## config.mk

```make
export PLATFORM = sky130hd
export DESIGN_NAME = noise_gate
export DESIGN_NICKNAME = d
export VERILOG_FILES = /design/src/rtl/noise_gate.sv
export SDC_FILE = /design/constraint.sdc
export NUM_CORES = 1
export LEC_CHECK = 0
export BUFFER_PORTS_ARGS = -buffer_cell sky130_fd_sc_hd__buf_2
export CAP_MARGIN = 20
export CORE_UTILIZATION = 35
export DETAILED_ROUTE_END_ITERATION = 10
export PLACE_DENSITY_LB_ADDON = 0.3
export SLEW_MARGIN = 20
export SYNTH_ARGS = -nofsm -noshare
export SYNTH_HDL_FRONTEND = slang
export SYNTH_SLANG_ARGS = --single-unit
```

## constraint.sdc

```tcl
create_clock -name clk -period 12.5 [get_ports clk]
set_clock_uncertainty 0.15 [all_clocks]
set_input_delay 2.5 -clock clk [delete_from_list [all_inputs] [get_ports clk]]
set_output_delay 2.5 -clock clk [all_outputs]
set_load 0.01 [all_outputs]
```

## src/rtl/noise_gate.sv

```systemverilog
module noise_gate #(
  parameter int W  = 16,
  parameter int AW = 6,
  parameter int HW = 12,
  parameter int RW = 10
) (
  input  logic                clk,
  input  logic                rst_n,
  input  logic                enable,
  input  logic                sample_en,
  input  logic signed [W-1:0] sample,
  input  logic [W-1:0]        threshold,
  input  logic [HW-1:0]       hold_cfg,
  input  logic [RW-1:0]       attack_cfg,
  input  logic [RW-1:0]       release_cfg,
  input  logic [AW-1:0]       user_vol,
  output logic [AW-1:0]       eff_atten,
  output logic                gate_engaged
);
  logic [W-1:0]  thr_l;
  logic [HW-1:0] hold_l, qcnt, qnext;
  logic [RW-1:0] atk_l, rel_l, rcnt, period;
  logic [AW-1:0] g, g_base, g_up;
  logic          dir, loud, eng, fire;
  logic signed [W:0] sx;
  logic [W:0]    mag;

  assign sx     = {sample[W-1], sample};
  assign mag    = sample[W-1] ? -sx : sx;
  assign loud   = mag >= {1'b0, thr_l};
  assign qnext  = loud ? '0 : (qcnt == hold_l ? qcnt : qcnt + 1'b1);
  assign eng    = !loud && (qnext == hold_l);
  assign period = eng ? atk_l : rel_l;
  assign fire   = (eng == dir) && (rcnt == period);
  assign g_base = (g > user_vol) ? g : user_vol;
  assign g_up   = (&g_base) ? g_base : g_base + 1'b1;

  assign eff_atten    = (g > user_vol) ? g : user_vol;
  assign gate_engaged = dir;

  always_ff @(posedge clk) begin
    if (!rst_n) begin
      thr_l  <= '0;
      hold_l <= '0;
      atk_l  <= '0;
      rel_l  <= '0;
      qcnt   <= '0;
      rcnt   <= '0;
      dir    <= 1'b0;
      g      <= '0;
    end else if (!enable) begin
      thr_l  <= threshold;
      hold_l <= hold_cfg;
      atk_l  <= attack_cfg;
      rel_l  <= release_cfg;
      qcnt   <= '0;
      rcnt   <= '0;
      dir    <= 1'b0;
      g      <= user_vol;
    end else if (sample_en) begin
      qcnt <= qnext;
      dir  <= eng;
      if (eng != dir)          rcnt <= '0;
      else if (rcnt == period) rcnt <= '0;
      else                     rcnt <= rcnt + 1'b1;
      if (!eng && g <= user_vol) g <= user_vol;
      else if (fire)             g <= eng ? g_up : g - 1'b1;
    end
  end
endmodule


```

Word level (Yosys, flattened, before mapping)

Index checks and enable logic that the tools add are counted.
W data, S select, Z words.

Output and inout bits: 7
Bits in registers: 77
Input port bits: 74

Order comparisons: 3
Equality and inequality tests: 7
$add $sub $neg: 5
Reductions and logical operators: 8
Multiplexer cells: 13

Operators with widths:

| operator                | number |
|---|---|
| $mux W6                 | 7 |
| $mux W10                | 3 |
| $eq A12 B12 Y1          | 2 |
| $mux W12                | 2 |
| $ge A17 B16 Y1          | 1 |
| $mux W17                | 1 |
| $neg A16 Y17            | 1 |
| $add A12 B1 Y12 const B | 1 |
| $add A10 B1 Y10 const B | 1 |
| $eq A10 B10 Y1          | 1 |
| $add A6 B1 Y6 const B   | 1 |
| $gt A6 B6 Y1            | 1 |
| $le A6 B6 Y1            | 1 |
| $reduce_and A6 Y1       | 1 |
| $sub A6 B1 Y6 const B   | 1 |
| $reduce_and A2 Y1       | 2 |
| $logic_and A1 B1 Y1     | 3 |
| $ne A3 B1 Y1 const B    | 1 |
| $logic_not A1 Y1        | 2 |
| $ne A2 B1 Y1 const B    | 1 |
| $eq A1 B1 Y1            | 1 |
| $ne A1 B1 Y1            | 1 |

Longest topological paths before layout

Depth after elaboration: 13
Depth in mapped cells: 20
Mapped depth without buffers: 18

Least setup slack after synthesis

No wires, ideal clock.

Path kind: input to output
Start point: in user_vol[1]
End point: out eff_atten[4]
Cell stages on the path: 8
Arrival time: 4.121 ns
Path slack: 5.729 ns
Cell sequence: inv_1 -> ha_1 -> nor2b_1 -> o21ai_0 -> a21oi_1 -> o21ai_1 -> clkbuf_1 -> mux2_2

Word-level cells in the longest chain between the ends: 2

Ends and longest elaborated chain:

| what               | line | source |
|---|---|---|
| start: declaration | 16   | `input logic [AW-1:0] user_vol,` |
| $gt A6 B6 Y1       | 38   | `assign eff_atten = (g > user_vol) ? g : user_vol;` |
| $mux W6            | 38   |  |
| end: declaration   | 17   | `output logic [AW-1:0] eff_atten,` |

Every way passes these cells.

Worst setup path in the final report

Start point: in user_vol[1]
End point: out eff_atten[2]

Same word-level chain as after synthesis.

==> impl_metrics.py <==
metrics = {
    "timing": {
        "rsz0062_at_grt": "false",
        "relSlewSlack_pct": 43.15,
        "worstMarginPinSlew_ns": 0.8528,
        "setup_violations": 0,
        "tns_ns": 0,
        "finalHoldViolCount": 0,
        "clock.fmax_ghz": 0.1436,
        "period_share_pct": 55.72,
        "fin_crit_ns": 6.966,
        "holdWs_ns": 0.3440,
        "slew_viol_final": 0,
    },
    "placed_design": {
        "dp_hpwl_um": 9699,
        "placed_area_um2": 5813,
        "io_buffer_count": 80,
        "place_congestion": 0.9451,
    },
    "synthesis": {
        "synth_async_sr_flop_share_pct": 0,
        "synth_area_leaders": "dfxtp_1, mux2i_1, ha_1, nor2_1, xor2_1",
        "syn_area_um2": 5315,
        "synth_fa_ha_area_share_pct": 6.356,
        "ys_types": 78,
        "synth_top_family_by_area": "simple AND/OR/NAND/NOR gates",
        "synthCells": 640,
        "yosysSeqAreaShare_pct": 29.00,
        "ys.flop_type": "dfxtp_1",
        "synth_edf_count": 0,
        "muxShareOfSynthArea_pct": 10.97,
        "synth-xor-area-share_pct": 10.66,
        "ys_ff_latch": 77,
        "synth_compound_area_share_pct": 14.08,
        "yosys.area_share.simple_pct": 23.61,
        "syn_nets": 741,
        "synth_most_common_cell": "nor2_1",
        "syn_area_per_cell_um2": 8.305,
        "ys_top_cells_by_count": "nor2_1, dfxtp_1, mux2i_1",
        "yosysTopAreaCellShare_pct": 29.00,
        "yosys_warnings": 0,
        "synth_area_leader_cell": "dfxtp_1",
    },
    "outcome": {
        "violations": "design-rule violations",
        "status": "complete, but fails checks",
    },
    "critical_path": {
        "worst_setup_path_start_kind": "primary input",
        "crit_path_max_incr_delay_ns": 0.41,
        "crit_path_cell_trace": "buf_2 -> inv_1 -> ha_1 -> nor2b_1 -> o21ai_0 -> a21oi_1 -> o21ai_1 -> buf_4 -> mux2_2 -> buf_2",
        "end_kind": "primary output",
        "crit_buf_inv": 4,
        "crit_type": "primary input to primary output",
        "arrival_ns": 4.32,
        "cp_common_cell": "buf_2",
        "required_ns": 9.85,
        "cpLargestDelayFamily": "buffers and inverters",
        "critPathMaxFanout": 22,
        "cpMaxStageDelayCell": "mux2_2",
    },
    "clock_tree": {
        "cts_tree": "done",
        "cts_hold_buffers": 0,
        "clock_latency_ns": 0.34,
        "clock-root-buffer": "clkbuf_16",
        "cts_resized": 0,
        "cts_inserted_buffers": 9,
        "htreeDepth": 3,
        "cts_num_sinks": 77,
        "clk_pin_slew_ns": 0.06,
        "clk_path_buf_depth": 2,
        "post_cts_buffers": 0,
    },
    "route": {
        "routed-wl-met2_um": 5989,
        "route.detailed.drc": 4,
        "drt_iter0_drc": 242,
        "routedWlPerCell_um": 14.21,
        "routed_via_density": 5.272,
        "first_pass_iters": 7,
        "dr_wl_met3_um": 449,
        "wl_met1_um": 5987,
        "totalWireLength_um": 12640,
        "vias": 4687,
        "ant_nets": 0,
        "highest_layer": "met4",
    },
    "layout": {
        "area_delta_synth_final_pct": 14.78,
        "fillers": 1447,
        "final_design_area_no_fill_um2": 6101,
        "insertedDiodeCount": 0,
        "post-route-util_pct": 41.50,
        "nets": 801,
        "drive_above_1_share_pct": 17.59,
    },
    "global_routing": {
        "grt_max_degree": 53,
        "overflow": 0,
        "track_usage_pct": 16.35,
        "grt_pass1_wl_um": 21050,
        "antenna_found_initial": 0,
        "grt_pass1_vias": 4425,
    },
    "die": {
        "die_w_um": 125.2,
        "num_io_pins": 81,
        "rows": 44,
        "die_area_um2": 15680,
        "die_height_um": 125.2,
        "initial_utilization_pct": 36.16,
        "design.core.area_um2": 14700,
    },
    "power": {
        "power.leakage_nw": 2.671,
        "vdd_drop_max_uv": 63.31,
        "pwr_density_cell_nw_per_um2": 112.7,
    },
    "run": {
        "max_cap_violations": 0,
    },
    "min_path": {
        "hold_path.class": "flip-flop to flip-flop",
    },
}
## final timing paths
check	endpoint	slack, ns	start	cells past startpoint
worst max-delay path	eff_atten[2]	5.53	user_vol[1]	10
worst min-delay path	thr_l[3]	0.34	thr_l[3]	2
worst max register to register	g[5]	8.85	qcnt[4]	11
worst min register to register	thr_l[3]	0.34	thr_l[3]	2
## sequential cells by signal (all words and copies together), names as in the netlist
signal and count:
atk_l 10, g 6, gate_engaged 1, hold_l 12, qcnt 12, rcnt 10, rel_l 10, thr_l 16
## area by class of cell
cell class                      instances  area (um2)  area share (%)
Clock buffer                            9       225.2           3.692
Timing Repair Buffer                   83       422.9           6.932
Tap cell                              184       230.2           3.774
Inverter                               34       127.6           2.092
Sequential cell                        77        1541           25.27
Clock inverter                          7       62.56           1.025
Multi-Input combinational cell        495        3491           57.22
## layout by cell type (no fill, tap or decap), types with 3 or more instances in the layout
cell type	Yosys	final
nor2_1	88	88
buf_2	7	80
dfxtp_1	77	77
mux2i_1	56	56
nand2_1	48	48
inv_1	34	34
xor2_1	31	31
xnor2_1	30	30
a21oi_1	27	27
ha_1	27	27
o21ai_0	22	22
nand3_1	20	20
nor3_1	17	17
nand4_1	11	11
clkbuf_16	0	9
nor4_1	8	8
and3_1	8	8
nor2b_1	5	5
and2_1	5	5
and4_1	4	4
a311oi_1	4	4
nor3b_1	4	4
inv_6	0	4
nand2b_1	3	3
or4_1	3	3
o31ai_1	3	3
o41ai_1	3	3
o21a_1	3	3
nor4bb_1	3	3
nor4_4	3	3
o211ai_1	3	3
a211oi_1	3	3
buf_4	1	3
## cells by family after synthesis
| logic type | Yosys count |
|---|---|
| compound gates | 103 |
| xor+xnor | 63 |
| mux | 58 |
| buf+inv | 68 |
| simple gates | 244 |
| fa+ha+maj | 27 |
| flops | 77 |
## layer usage
layer  track usage [%]  vias to the layer above
met3             2.824                       17
li1                  -                     2374
met2             27.51                      104
met4             6.456                        0
met5                 0                        -
met1             20.77                     2192
## worst register-to-register path, stage by stage, from the launching register on
cell and delay (ns):
dfxtp_1 0.57, xor2_1 0.18, nor4_4 0.43, nand3_2 0.24, nand2_1 0.17, xor2_1 0.24, nor4_1 0.09, o41a_4 0.55
a31oi_4 0.18, a2bb2oi_2 0.43, o221a_1 0.27, o21a_1 0.12
## stage by stage
| stage | setup slack, ns | power (mW) | instances |
|---|---|---|---|
| finish | 5.534 | 0.6876 | 889 |
| global route | 5.361 | 0.7305 | 889 |
| CTS | 5.537 | 0.6973 | 889 |
| detailed placement | 5.520 | 0.4410 | 873 |
| global placement | 5.536 | 0.4387 | 873 |
| floorplan | 5.729 | 0.3962 | 640 |
## power breakdown
part / switching (mW) / total (mW) / internal, mW
clock: 0.113 / 0.252 / 0.139
combinational: 0.0915 / 0.164 / 0.0724
sequential: 0.0137 / 0.272 / 0.258
Note: power is estimated with default switching activity, not from simulation.
